==> src/rtl/fsk_tx_pkg.sv <==
package fsk_tx_pkg;

    typedef enum logic [2:0] {
        PH_IDLE,
        PH_PRE,
        PH_SYNC,
        PH_DATA,
        PH_CHK
    } phase_e;

    localparam int          CHK_W     = 16;
    localparam int          SYNC_W    = 8;
    localparam logic [7:0]  SYNC_BYTE = 8'h7E;
    localparam logic [15:0] CHK_POLY  = 16'h8408;

    // One step of the reflected check register for one input bit.
    function automatic logic [CHK_W-1:0] chk_step(input logic [CHK_W-1:0] r, input logic d);
        logic fb;
        logic [CHK_W-1:0] s;
        fb = r[0] ^ d;
        s  = r >> 1;
        if (fb) s = s ^ CHK_POLY;
        return s;
    endfunction

endpackage

==> src/rtl/fsk_frame_seq.sv <==
module fsk_frame_seq
    import fsk_tx_pkg::*;
#(
    parameter int ID_W     = 24,
    parameter int SIG_W    = 24,
    parameter int PRE_BITS = 16
) (
    input  logic             clk_i,
    input  logic             rst_ni,
    input  logic             send_i,
    input  logic [ID_W-1:0]  serial_i,
    input  logic [SIG_W-1:0] sig_i,
    input  logic [CHK_W-1:0] seed_i,
    input  logic             bit_done_i,
    output logic             start_o,
    output logic             busy_o,
    output logic             bit_o,
    output logic             last_o
);
    localparam int PAY_W  = ID_W + SIG_W;
    localparam int MAX_A  = (PAY_W > PRE_BITS) ? PAY_W : PRE_BITS;
    localparam int MAX_F  = (MAX_A > CHK_W) ? MAX_A : CHK_W;
    localparam int IDX_W  = $clog2(MAX_F + 1);

    typedef struct packed {
        phase_e             phase;
        logic [IDX_W-1:0]   idx;
        logic [PAY_W-1:0]   pay;
        logic [CHK_W-1:0]   chk;
    } seq_s;

    seq_s q, d;

    always_comb begin
        d       = q;
        start_o = send_i && (q.phase == PH_IDLE);
        if (start_o) begin
            d.phase = PH_PRE;
            d.idx   = '0;
            d.pay   = {sig_i, serial_i};
            d.chk   = seed_i;
        end else if (bit_done_i) begin
            case (q.phase)
                PH_PRE: begin
                    if (q.idx == IDX_W'(PRE_BITS - 1)) begin
                        d.phase = PH_SYNC;
                        d.idx   = '0;
                    end else begin
                        d.idx = q.idx + 1'b1;
                    end
                end
                PH_SYNC: begin
                    if (q.idx == IDX_W'(SYNC_W - 1)) begin
                        d.phase = PH_DATA;
                        d.idx   = '0;
                    end else begin
                        d.idx = q.idx + 1'b1;
                    end
                end
                PH_DATA: begin
                    d.chk = chk_step(q.chk, q.pay[0]);
                    d.pay = q.pay >> 1;
                    if (q.idx == IDX_W'(PAY_W - 1)) begin
                        d.phase = PH_CHK;
                        d.idx   = '0;
                    end else begin
                        d.idx = q.idx + 1'b1;
                    end
                end
                PH_CHK: begin
                    d.chk = q.chk >> 1;
                    if (q.idx == IDX_W'(CHK_W - 1)) begin
                        d.phase = PH_IDLE;
                        d.idx   = '0;
                    end else begin
                        d.idx = q.idx + 1'b1;
                    end
                end
                default: d.phase = PH_IDLE;
            endcase
        end
    end

    always_comb begin
        case (q.phase)
            PH_SYNC: bit_o = SYNC_BYTE[q.idx[2:0]];
            PH_DATA: bit_o = q.pay[0];
            PH_CHK:  bit_o = q.chk[0];
            default: bit_o = 1'b0;
        endcase
        busy_o = (q.phase != PH_IDLE);
        last_o = (q.phase == PH_CHK) && (q.idx == IDX_W'(CHK_W - 1));
    end

    always_ff @(posedge clk_i or negedge rst_ni) begin
        if (!rst_ni) q <= '0;
        else         q <= d;
    end

    // The bit value may change only where one bit ends and the next begins.
    assert_bit_stable_R3: assert property (@(posedge clk_i) disable iff (!rst_ni)
        (busy_o && !bit_done_i) |=> $stable(bit_o));

    // The first bit of every frame belongs to the zero preamble.
    assert_first_zero_R4: assert property (@(posedge clk_i) disable iff (!rst_ni)
        start_o |=> (busy_o && !bit_o));

    // A strobe arriving during a frame does not restart it or move it.
    assert_ignore_send_R9: assert property (@(posedge clk_i) disable iff (!rst_ni)
        (busy_o && send_i && !bit_done_i) |=> ($stable(q.phase) && $stable(q.idx)));

endmodule

==> src/rtl/fsk_carrier_gen.sv <==
module fsk_carrier_gen #(
    parameter int HALF_ZERO      = 60,
    parameter int HALF_ONE       = 65,
    parameter int CYCLES_PER_BIT = 16
) (
    input  logic clk_i,
    input  logic rst_ni,
    input  logic start_i,
    input  logic run_i,
    input  logic bit_i,
    input  logic last_i,
    output logic carrier_o,
    output logic bit_done_o
);
    localparam int HMAX  = (HALF_ZERO > HALF_ONE) ? HALF_ZERO : HALF_ONE;
    localparam int CNT_W = $clog2(HMAX + 1);
    localparam int CYC_W = $clog2(CYCLES_PER_BIT + 1);

    typedef struct packed {
        logic             car;
        logic [CNT_W-1:0] cnt;
        logic [CYC_W-1:0] cyc;
    } car_s;

    car_s q, d;
    logic [CNT_W-1:0] lim;

    always_comb begin
        lim        = bit_i ? CNT_W'(HALF_ONE - 1) : CNT_W'(HALF_ZERO - 1);
        d          = q;
        bit_done_o = 1'b0;
        if (start_i) begin
            d.car = 1'b1;
            d.cnt = '0;
            d.cyc = '0;
        end else if (run_i) begin
            if (q.cnt == lim) begin
                d.cnt = '0;
                if (q.car) begin
                    d.car = 1'b0;
                end else if (q.cyc == CYC_W'(CYCLES_PER_BIT - 1)) begin
                    bit_done_o = 1'b1;
                    d.cyc      = '0;
                    d.car      = !last_i;
                end else begin
                    d.cyc = q.cyc + 1'b1;
                    d.car = 1'b1;
                end
            end else begin
                d.cnt = q.cnt + 1'b1;
            end
        end else begin
            d = '0;
        end
    end

    assign carrier_o = q.car;

    always_ff @(posedge clk_i or negedge rst_ni) begin
        if (!rst_ni) q <= '0;
        else         q <= d;
    end

    // The period counter never passes the number of periods in one bit.
    assert_cyc_range_R3: assert property (@(posedge clk_i) disable iff (!rst_ni)
        q.cyc < CYC_W'(CYCLES_PER_BIT));

    // A bit always closes at the end of a low half, so every period is whole.
    assert_whole_period_R3: assert property (@(posedge clk_i) disable iff (!rst_ni)
        (bit_done_o && !last_i) |=> $rose(carrier_o));

endmodule

==> src/rtl/fsk_reply_tx.sv <==
module fsk_reply_tx
    import fsk_tx_pkg::*;
#(
    parameter int ID_W           = 24,
    parameter int SIG_W          = 24,
    parameter int PREAMBLE_BITS  = 16,
    parameter int CYCLES_PER_BIT = 16,
    parameter int HALF_ZERO      = 60,
    parameter int HALF_ONE       = 65
) (
    input  logic             clk_i,
    input  logic             rst_ni,
    input  logic             send_i,
    input  logic [ID_W-1:0]  serial_i,
    input  logic [SIG_W-1:0] sig_i,
    input  logic [15:0]      crc_seed_i,
    output logic             carrier_o,
    output logic             busy_o
);
    logic start, bit_val, last_bit, bit_done;

    fsk_frame_seq #(
        .ID_W    (ID_W),
        .SIG_W   (SIG_W),
        .PRE_BITS(PREAMBLE_BITS)
    ) seq_i (
        .clk_i     (clk_i),
        .rst_ni    (rst_ni),
        .send_i    (send_i),
        .serial_i  (serial_i),
        .sig_i     (sig_i),
        .seed_i    (crc_seed_i),
        .bit_done_i(bit_done),
        .start_o   (start),
        .busy_o    (busy_o),
        .bit_o     (bit_val),
        .last_o    (last_bit)
    );

    fsk_carrier_gen #(
        .HALF_ZERO     (HALF_ZERO),
        .HALF_ONE      (HALF_ONE),
        .CYCLES_PER_BIT(CYCLES_PER_BIT)
    ) car_i (
        .clk_i     (clk_i),
        .rst_ni    (rst_ni),
        .start_i   (start),
        .run_i     (busy_o),
        .bit_i     (bit_val),
        .last_i    (last_bit),
        .carrier_o (carrier_o),
        .bit_done_o(bit_done)
    );

    // The output is quiet whenever no frame is in flight.
    assert_idle_low_R1: assert property (@(posedge clk_i) disable iff (!rst_ni)
        !busy_o |-> !carrier_o);

    // An idle strobe starts a frame with the carrier high at once.
    assert_accept_R2: assert property (@(posedge clk_i) disable iff (!rst_ni)
        (!busy_o && send_i) |=> (busy_o && carrier_o));

    // Busy drops only together with the end of the last check bit.
    assert_busy_end_R8: assert property (@(posedge clk_i) disable iff (!rst_ni)
        $fell(busy_o) |-> $past(last_bit && bit_done));

endmodule

==> config.mk <==
export PLATFORM = sky130hd
export DESIGN_NAME = fsk_reply_tx
export DESIGN_NICKNAME = d
export VERILOG_FILES = /design/src/rtl/fsk_tx_pkg.sv /design/src/rtl/fsk_frame_seq.sv /design/src/rtl/fsk_carrier_gen.sv /design/src/rtl/fsk_reply_tx.sv
export SDC_FILE = /design/constraint.sdc
export NUM_CORES = 1
export LEC_CHECK = 0
export CAP_MARGIN = 20
export CORE_MARGIN = 2
export CORE_UTILIZATION = 55
export CTS_BUF_LIST = sky130_fd_sc_hd__clkbuf_8
export DETAILED_ROUTE_END_ITERATION = 10
export DONT_BUFFER_PORTS = 1
export PLACE_DENSITY = 0.83
export SYNTH_ARGS = -nofsm -noshare
export SYNTH_HDL_FRONTEND = slang
export SYNTH_SLANG_ARGS = --single-unit
==> constraint.sdc <==
create_clock -name clk_i -period 2.3 [get_ports clk_i]
set_input_delay 0.345 -clock clk_i [delete_from_list [all_inputs] [get_ports clk_i]]
set_output_delay 0.345 -clock clk_i [all_outputs]
set_load 0.005 [all_outputs]
# Word-level counts from Yosys, hierarchy flattened
# Memories as Yosys holds them, arrays and structs flattened.
# Index checks and enable logic that the tools add are counted.
[op_classes]
add_sub_neg = 3
n_lt_le_gt_ge = 1
eq_ne = 15
n_mux = 31
n_bitwise = 2
n_reduce_logical = 15
[op_table]
columns = ["operator", "count"]
rows = [
  ["2-to-1 mux 73 bit", 2],
  ["2-to-1 mux 48 bit", 1],
  ["case mux 16 bit (2 select lines)", 1],
  ["2-to-1 mux 13 bit", 2],
  ["2-to-1 mux 6 bit", 3],
  ["case mux 6 bit (3 select lines)", 1],
  ["2-to-1 mux 16 bit", 1],
  ["2-to-1 mux 5 bit", 3],
  ["inequality test 3 x 1 -> 1 bit (second input constant)", 5],
  ["2-to-1 mux 7 bit", 2],
  ["2-to-1 mux 3 bit", 4],
  ["case mux 3 bit (4 select lines)", 1],
  ["2-to-1 mux 1 bit", 9],
  ["AND reduction 2 bit", 4],
  ["adder 7 x 1 -> 7 bit (second input constant)", 1],
  ["== test 7 bit", 1],
  ["adder 6 x 1 -> 6 bit (second input constant)", 1],
  ["== test 3 x 2 -> 1 bit (second input constant)", 2],
  ["== test 6 x 3 -> 1 bit (second input constant)", 1],
  ["== test 6 x 4 -> 1 bit (second input constant)", 1],
  ["== test 6 bit (second input constant)", 1],
  ["nonzero test 3 bit", 2],
  ["adder 5 x 1 -> 5 bit (second input constant)", 1],
  ["== test 5 x 4 -> 1 bit (second input constant)", 1],
  ["other kinds (14)", 16],
]
[word_totals]
register_bits = 86
mem_bits_ro = 8
input_bits = 67
output_inout_bits = 2
word_cells = 75
memories = 1
[memory_table]
columns = ["name", "words", "width", "read_ports", "rd_clocked_by_memory_dff", "write_ports", "line", "rtl"]
rows = [
  ["(name not given)", 8, 1, 1, 0, 0, "fsk_frame_seq.sv:86", "PH_SYNC: bit_o = SYNC_BYTE[q.idx[2:0]];"],
]

# Logic depth before layout (Yosys ltp)
# Gate-level depths: netlist of run 1.
[depth]
word_depth = 10
depth_mapped = 9
depth_no_buf = 8

# Hierarchy
# Synthesis of run 1 repeated with hierarchy kept, for this count alone.
[hier_totals]
cells_unflattened = 510
hier_area_um2 = 4332.9
[modules_own_cells]
columns = ["mod", "instances", "cells_per_inst", "area_each_um2", "seq_area_each_um2"]
rows = [
  ["fsk_frame_seq", 1, 439, 3628.5, 1826.8],
  ["fsk_carrier_gen", 1, 71, 704.4, 325.3],
]

# Least setup slack after synthesis of run 1
# No wires, ideal clock.
[synth_path]
path_type = "register to register"
start = "register car_i.q[7] (netlist bit)"
end = "register seq_i.q[12] (netlist bit)"
setup_ns = 0.134
arrival_time_ns = 2.084
t_required_ns = 2.166
setup_slack_ns = 0.082
path_stages_with_launch = 8
n_path_buf = 1
synth_period_minus_slack_ns = 2.218
cell_sequence = "dfrtp_1 or4_4 nor4_4 mux2i_2 a21oi_4 buf_8 mux2i_1 o21ai_0"
[synth_via]
elab_chain_cells = 6
[synth_lines]
columns = ["element", "line", "rtl"]
rows = [
  ["from (decl)", "fsk_carrier_gen.sv:25", "car_s q, d;"],
  ["from (signal assigned)", "fsk_carrier_gen.sv:60", "if (!rst_ni) q <= '0;"],
  ["from (signal assigned)", "fsk_carrier_gen.sv:61", "else q <= d;"],
  ["== test 7 bit", "fsk_carrier_gen.sv:37", "if (q.cnt == lim) begin"],
  ["2-to-1 mux 1 bit", "fsk_carrier_gen.sv:37", ""],
  ["2-to-1 mux 1 bit", "fsk_carrier_gen.sv:36", "end else if (run_i) begin"],
  ["2-to-1 mux 1 bit", "fsk_carrier_gen.sv:32", "if (start_i) begin"],
  ["nonzero test 2 bit (no line)", "--", ""],
  ["AND reduction 2 bit (no line)", "--", ""],
  ["to (signal assigned)", "fsk_frame_seq.sv:96", "if (!rst_ni) q <= '0;"],
  ["to (signal assigned)", "fsk_frame_seq.sv:97", "else q <= d;"],
  ["to (decl)", "fsk_frame_seq.sv:32", "seq_s q, d;"],
]
# Every way passes these cells.
# A chain may end at the register's enable or synchronous reset.

# Worst setup path after layout of run 1
[layout_path]
start = "register car_i.q[7] (netlist bit)"
end = "register seq_i.q[10] (netlist bit)"
# Same word-level chain as after synthesis.

==> flow_summary.toml, run 1 <==
[clock_network]
clkSinkCount = 86
clk_pin_slew_worst_paths_ns = 0.09
cts_buffers = 9
cts_tree = "done"
htree_levels = 3
root_buffer = "clkbuf_8"
clk_latency_ns = 0.36
clk_path_buf_depth = 2

[synth]
synth.lib_cells_used.distinct = 54
synth_top_family_by_area = "multiplexers"
synth-compound-area-share_pct = 12.4
synth.area.top_cells = "dfrtp_1 49%, mux2i_1 15%, nand2_1 6.8%"
synthCells = 440
synth_xor_area_share_pct = 2.00
synth-adder-area-share_pct = 1.43
synthSimpleGateAreaFrac_pct = 15.4
synth_seq_cells = 86
synth_top_area_share_pct = 49.0
async_flop_share_pct = 100
synth_edf_count = 0
syn-num-nets = 512
yosysWarnings = 0
ys_seq_area_share_pct = 49.0
synth.avg_cell_area_um2 = 9.97
synth_mux_area_share_pct = 16.1
synthesis.area_um2 = 4390
yosys.area.top_type = "dfrtp_1"
synth_flop_cell = "dfrtp_1"

[timing]
hold_violations = 86
clock.fmax_ghz = 0.433
period_needed_ns = 2.31
rsz0062_at_grt = "true"
whs_ns = -0.334
setup_viol = 4
maxSlewViolCount = 0
slew_headroom_pct = 68.8
period_share_pct = 100
setup_tns_ns = -0.0230
skew_ns = 0.0128
worstMarginPinSlew_ns = 0.468
worst_slack_ns = -0.00984

[cells_and_area]
drive_above_1_share_pct = 12.3
ff_latch_area_um2 = 2150
fin_nets = 523
final_cells = 556
diodes = 0
fillCellCount = 608
final_common_cell = "dfrtp_1"
multi_input_area_um2 = 2120
syn_to_final_growth_pct = 11.4
final_cell_mix = "86 x dfrtp_1, 80 x nand2_1, 65 x mux2i_1, 48 x o21ai_0, 22 x o21ai_1"

[job]
cap_viol_max_count = 0

[grt]
grt_usage_pct = 21.5
antenna_found_initial = 0
grt_max_degree = 87
grt_pass1_wl_um = 14600
grt-ovfl-total = 0
grt_pass1_vias = 3154

[routing]
routedWlPerCell_um = 16.1
vias_per_cell = 5.65
dr.first_iter.drc_count = 151
drtPass1Iterations = 4
ant_nets = 0
vias = 3139
wl_um = 8960
drc_errors = 0

[placed_design]
place_ws_ns = -0.0446
dpl.cell_count = 537
gp_congestion = 0.831
io_buffers = 0
hpwl_um = 5970

[critical_path]
worstPathArrival_ns = 2.55
worst-path-stages = 8
end_kind = "flop"
crit_fanout = 8
critical_path_buf_inv_count = 2
reg2reg_depth = 8
crit_type = "flop to flop"
crit_required_ns = 2.54
worst_setup_path_start_kind = "flop"
crit_chain = "or4_4 -> nor4_4 -> mux2i_2 -> buf_4 -> a21oi_4 -> buf_12 -> mux2i_2 -> o21ai_1"
max_stage_delay_ns = 0.54
cp_top_family = "simple AND/OR/NAND/NOR gates"
cpMostUsedCell = "mux2i_2"
cpMaxStageDelayCell = "or4_4"

[hold_path]
hold_path_class = "input port to asynchronous set/reset pin"

[floorplanning]
dieHeight_um = 93.3
start_util_pct = 56.8
design.core.area_um2 = 7730
dieArea_um2 = 8710
io_pins = 69
die_w_um = 93.3
num_rows = 32

[status]
status = "finished with violations"
violations = "negative hold slack, negative setup slack"

[power_and_ir_drop]
vdd_drop_max_mv = 0.366
power.density_nw_per_um2 = 583
p_leak_nw = 1.84
==> what timing repair did <==
| action | CTS | global route |
|---|---|---|
| endpoints found under the hold margin | 86 | 86 |
| pin swaps | 1 | 2 |
| setup buffers | 0 | 4 |
| endpoints found under the setup margin | 12 | 50 |
| cloned | 0 | 1 |
| resized for setup | 5 | 11 |
==> cell type report <==
type	instances	share of cell area [%]
Sequential cell	86	44.0
Inverter	8	0.614
Timing Repair Buffer	25	5.22
Clock inverter	5	1.59
Clock buffer	9	2.53
Tap cell	102	2.61
Multi-Input combinational cell	321	43.4
==> Yosys cell counts, types with 2 or more instances <==
cell and n:
nand3b_1 2, nor3b_1 2, xnor2_1 5, nand4_1 2, or3b_2 2, or3_1 2
mux2i_1 67, o22ai_1 2, mux2_2 2, nor2_1 21, xor2_1 5, buf_2 5
o21ai_1 12, nand4b_1 2, a221o_1 2, and3_1 2, clkbuf_1 13, o31ai_1 2
ha_1 5, buf_4 5, nand3_1 9, a21oi_1 8, inv_1 7, dfrtp_1 86
o21ai_0 58, nand2b_1 5, nand2_1 80
==> final timing paths <==
path,start,to,slack (ns)
hold reg to reg,seq_i.q[63],seq_i.q[63],0.54
setup reg to reg,car_i.q[7],seq_i.q[10],-0.01
max in group asynchronous,rst_ni,seq_i.q[64],2.50
hold / removal,rst_ni,car_i.q[6],-0.33
setup / recovery,car_i.q[7],seq_i.q[10],-0.01
min in group clk_i,serial_i[8],seq_i.q[24],0.10
==> sequential cells by signal (all words and copies together), names as in the netlist <==
| register | flops |
|---|---|
| seq_i.q | 73 |
| car_i.q | 12 |
| car_i.carrier_o | 1 |
==> metrics by stage <==
step                area [µm²]  util, %  power [mW]
global placement          4600     59.5        1.74
global route              4890     63.2        2.96
finish                    4890     63.2        2.85
detailed placement        4600     59.5        1.75
floorplan                 4390        -        1.72
CTS                       4800     62.1        2.86
==> power breakdown <==
| group | internal [mW] | switching [mW] |
|---|---|---|
| Combinational | 0.0509 | 0.0466 |
| Sequential | 1.58 | 0.0481 |
| Clock | 0.596 | 0.523 |
| Total | 2.23 | 0.618 |
==> logic make-up after synthesis <==
group,Yosys count
adder cells (fa/ha/maj),5
multiplexers,70
buffers and inverters,33
flip-flops,86
AO/OA/AOI/OAI,95
AND/OR/NAND/NOR,141
XOR/XNOR,10
==> per-layer routing <==
metal	share of wire (%)	GRT usage, %	up-vias	wire length, µm
li1	-	-	1554	-
met1	42	25.9	1510	3800
met2	50	36.2	63	4470
met3	5.5	6.53	12	497
met4	2.2	8.33	0	194
met5	0	0	-	0
(Power assumes the default switching activity.)
==> inputs of run 2 (changes only) <==
- PLACE_DENSITY: 0.83 -> 0.8
- clock period: 2.3 -> 2.5 ns (I/O delays scaled with it)
==> run 2 against run 1 <==
Net effect:
- the flow now finishes without violations
- die area unchanged
- fmax down 1.8%
- final cell count unchanged
- critical path depth up 2
- clock power down 13%
- setup slack better by 0.16 ns
- sequential share of layout area down 0.21 points
- non-clock buffer count down 1
- power down 9.2%
- first-iteration DRC count down 11%
- routed wire length down 3.2%
- critical path type unchanged
- critical endpoint is now seq_i.q[2]
- largest cell class unchanged
- largest power group unchanged
==> flow_summary.toml, run 2 (synthesis gave the netlist of run 1 again) <==
[floorplanning]
num_rows = 32
start_util_pct = 56.8
die_w_um = 93.3
design.core.area_um2 = 7730
dieArea_um2 = 8710
dieHeight_um = 93.3
io_pins = 69

[cells_and_area]
syn_to_final_growth_pct = 12.0
largest_register_ffs = 73
finish.utilization_pct = 63.6
fillCellCount = 621
ff_latch_area_um2 = 2150
multi_input_area_um2 = 2110
diodes = 0
fin_nets = 522
largest-register = "seq_i.q"
drive_above_1_share_pct = 11.9
final_cell_mix = "85 x dfrtp_1, 80 x nand2_1, 67 x mux2i_1, 58 x o21ai_0, 20 x nor2_1"
final_common_cell = "dfrtp_1"

[clock_network]
clk_latency_ns = 0.35
clk_path_buf_depth = 2
clk_pin_slew_worst_paths_ns = 0.08
root_buffer = "clkbuf_8"
cts_buffers = 9
clkSinkCount = 86
htree_levels = 3
cts_tree = "done"

[critical_path]
crit_required_ns = 2.73
end_kind = "flop"
crit_type = "flop to flop"
worst_setup_path_start_kind = "flop"
worstPathArrival_ns = 2.59
crit_fanout = 5

[routing]
dr.first_iter.drc_count = 135
wl_um = 8680
vias_per_cell = 5.70
routedWlPerCell_um = 15.6
ant_nets = 0
vias = 3171
drc_errors = 0
drtPass1Iterations = 4

[placed_design]
gp_congestion = 0.868
io_buffers = 0
place_ws_ns = 0.0406
hpwl_um = 5740

[grt]
grt_pass1_wl_um = 14200
grt_pass1_vias = 3095
grt_usage_pct = 20.5
antenna_found_initial = 0
grt-ovfl-total = 0
grt_max_degree = 87

[power_and_ir_drop]
power_mw = 2.58
power.density_nw_per_um2 = 526
vdd_drop_max_mv = 0.326
p_leak_nw = 1.83

[timing]
period_needed_ns = 2.35
whs_ns = 0.132
clock.fmax_ghz = 0.425
slew_headroom_pct = 68.7
maxSlewViolCount = 0
period_share_pct = 94.1
setup_viol = 0
worstMarginPinSlew_ns = 0.469
skew_ns = 0.00875
worst_slack_ns = 0.148
hold_violations = 0

[hold_path]
hold_path_class = "input port to flop"

[job]
cap_viol_max_count = 0

[status]
status = "finished clean"
## run 2: cell type report
class	instances	area share, %
sequential	86	43.8
clock inverter	5	1.20
clock buffer	10	2.80
timing repair buffer	24	6.11
multi-input combinational	321	42.9
tap	102	2.60
inverter	8	0.611
## run 2: what timing repair did
item	in CTS	in global routing
setup buffers	0	6
setup endpoints to repair	0	28
resized for setup	0	3
hold buffers	2	0
endpoints found under the hold margin	86	0
## run 2: stage by stage
step                instances  cell area, µm²  setup TNS, ns
floorplan                 440            4390              0
global placement          531            4570              0
detailed placement        531            4570              0
CTS                       548            4800              0
global route              556            4910       -0.00443
finish                    556            4910              0
## run 2: routing by layer
layer,GRT usage [%],vias to the layer above,wire (µm)
li1,-,1559,-
met1,26.9,1511,3900
met2,32.5,84,4090
met3,5.56,17,507
met4,8.33,0,179
met5,0,-,0
## run 2: report_power, final
group / internal, mW / total, mW / leakage (nW) / switching, mW
Sequential: 1.46 / 1.50 / 0.985 / 0.0423
Clock: 0.485 / 0.970 / 0.0948 / 0.485
Combinational: 0.0501 / 0.116 / 0.748 / 0.0656
Total: 1.99 / 2.58 / 1.83 / 0.593
## run 2: path summary, 6_finish.rpt
check                              from           to  slack, ns  cells after the start
max in group asynchronous        rst_ni  seq_i.q[65]       1.56                      2
max                         seq_i.q[64]   seq_i.q[2]       0.15                     10
min                        serial_i[17]  seq_i.q[33]       0.13                      2
max reg2reg                 seq_i.q[64]   seq_i.q[2]       0.15                     10
min in group asynchronous        rst_ni  seq_i.q[21]       0.58                      2
min reg2reg                  car_i.q[5]   car_i.q[5]       0.47                      1
## run 2: critical path, cell delays in order, from the launching register on
cell,delay (ns)
dfrtp_1,0.43
inv_1,0.11
ha_1,0.15
mux2i_1,0.09
a211oi_2,0.43
mux2i_4,0.40
buf_4,0.17
a21oi_4,0.04
buf_4,0.17
mux2i_1,0.18
o21ai_1,0.08
==> inputs of run 3 (changes only) <==
- CAP_MARGIN: 20 -> default
==> results of run 3 <==
Final layout, timing and power as in run 2 (identical DEF).
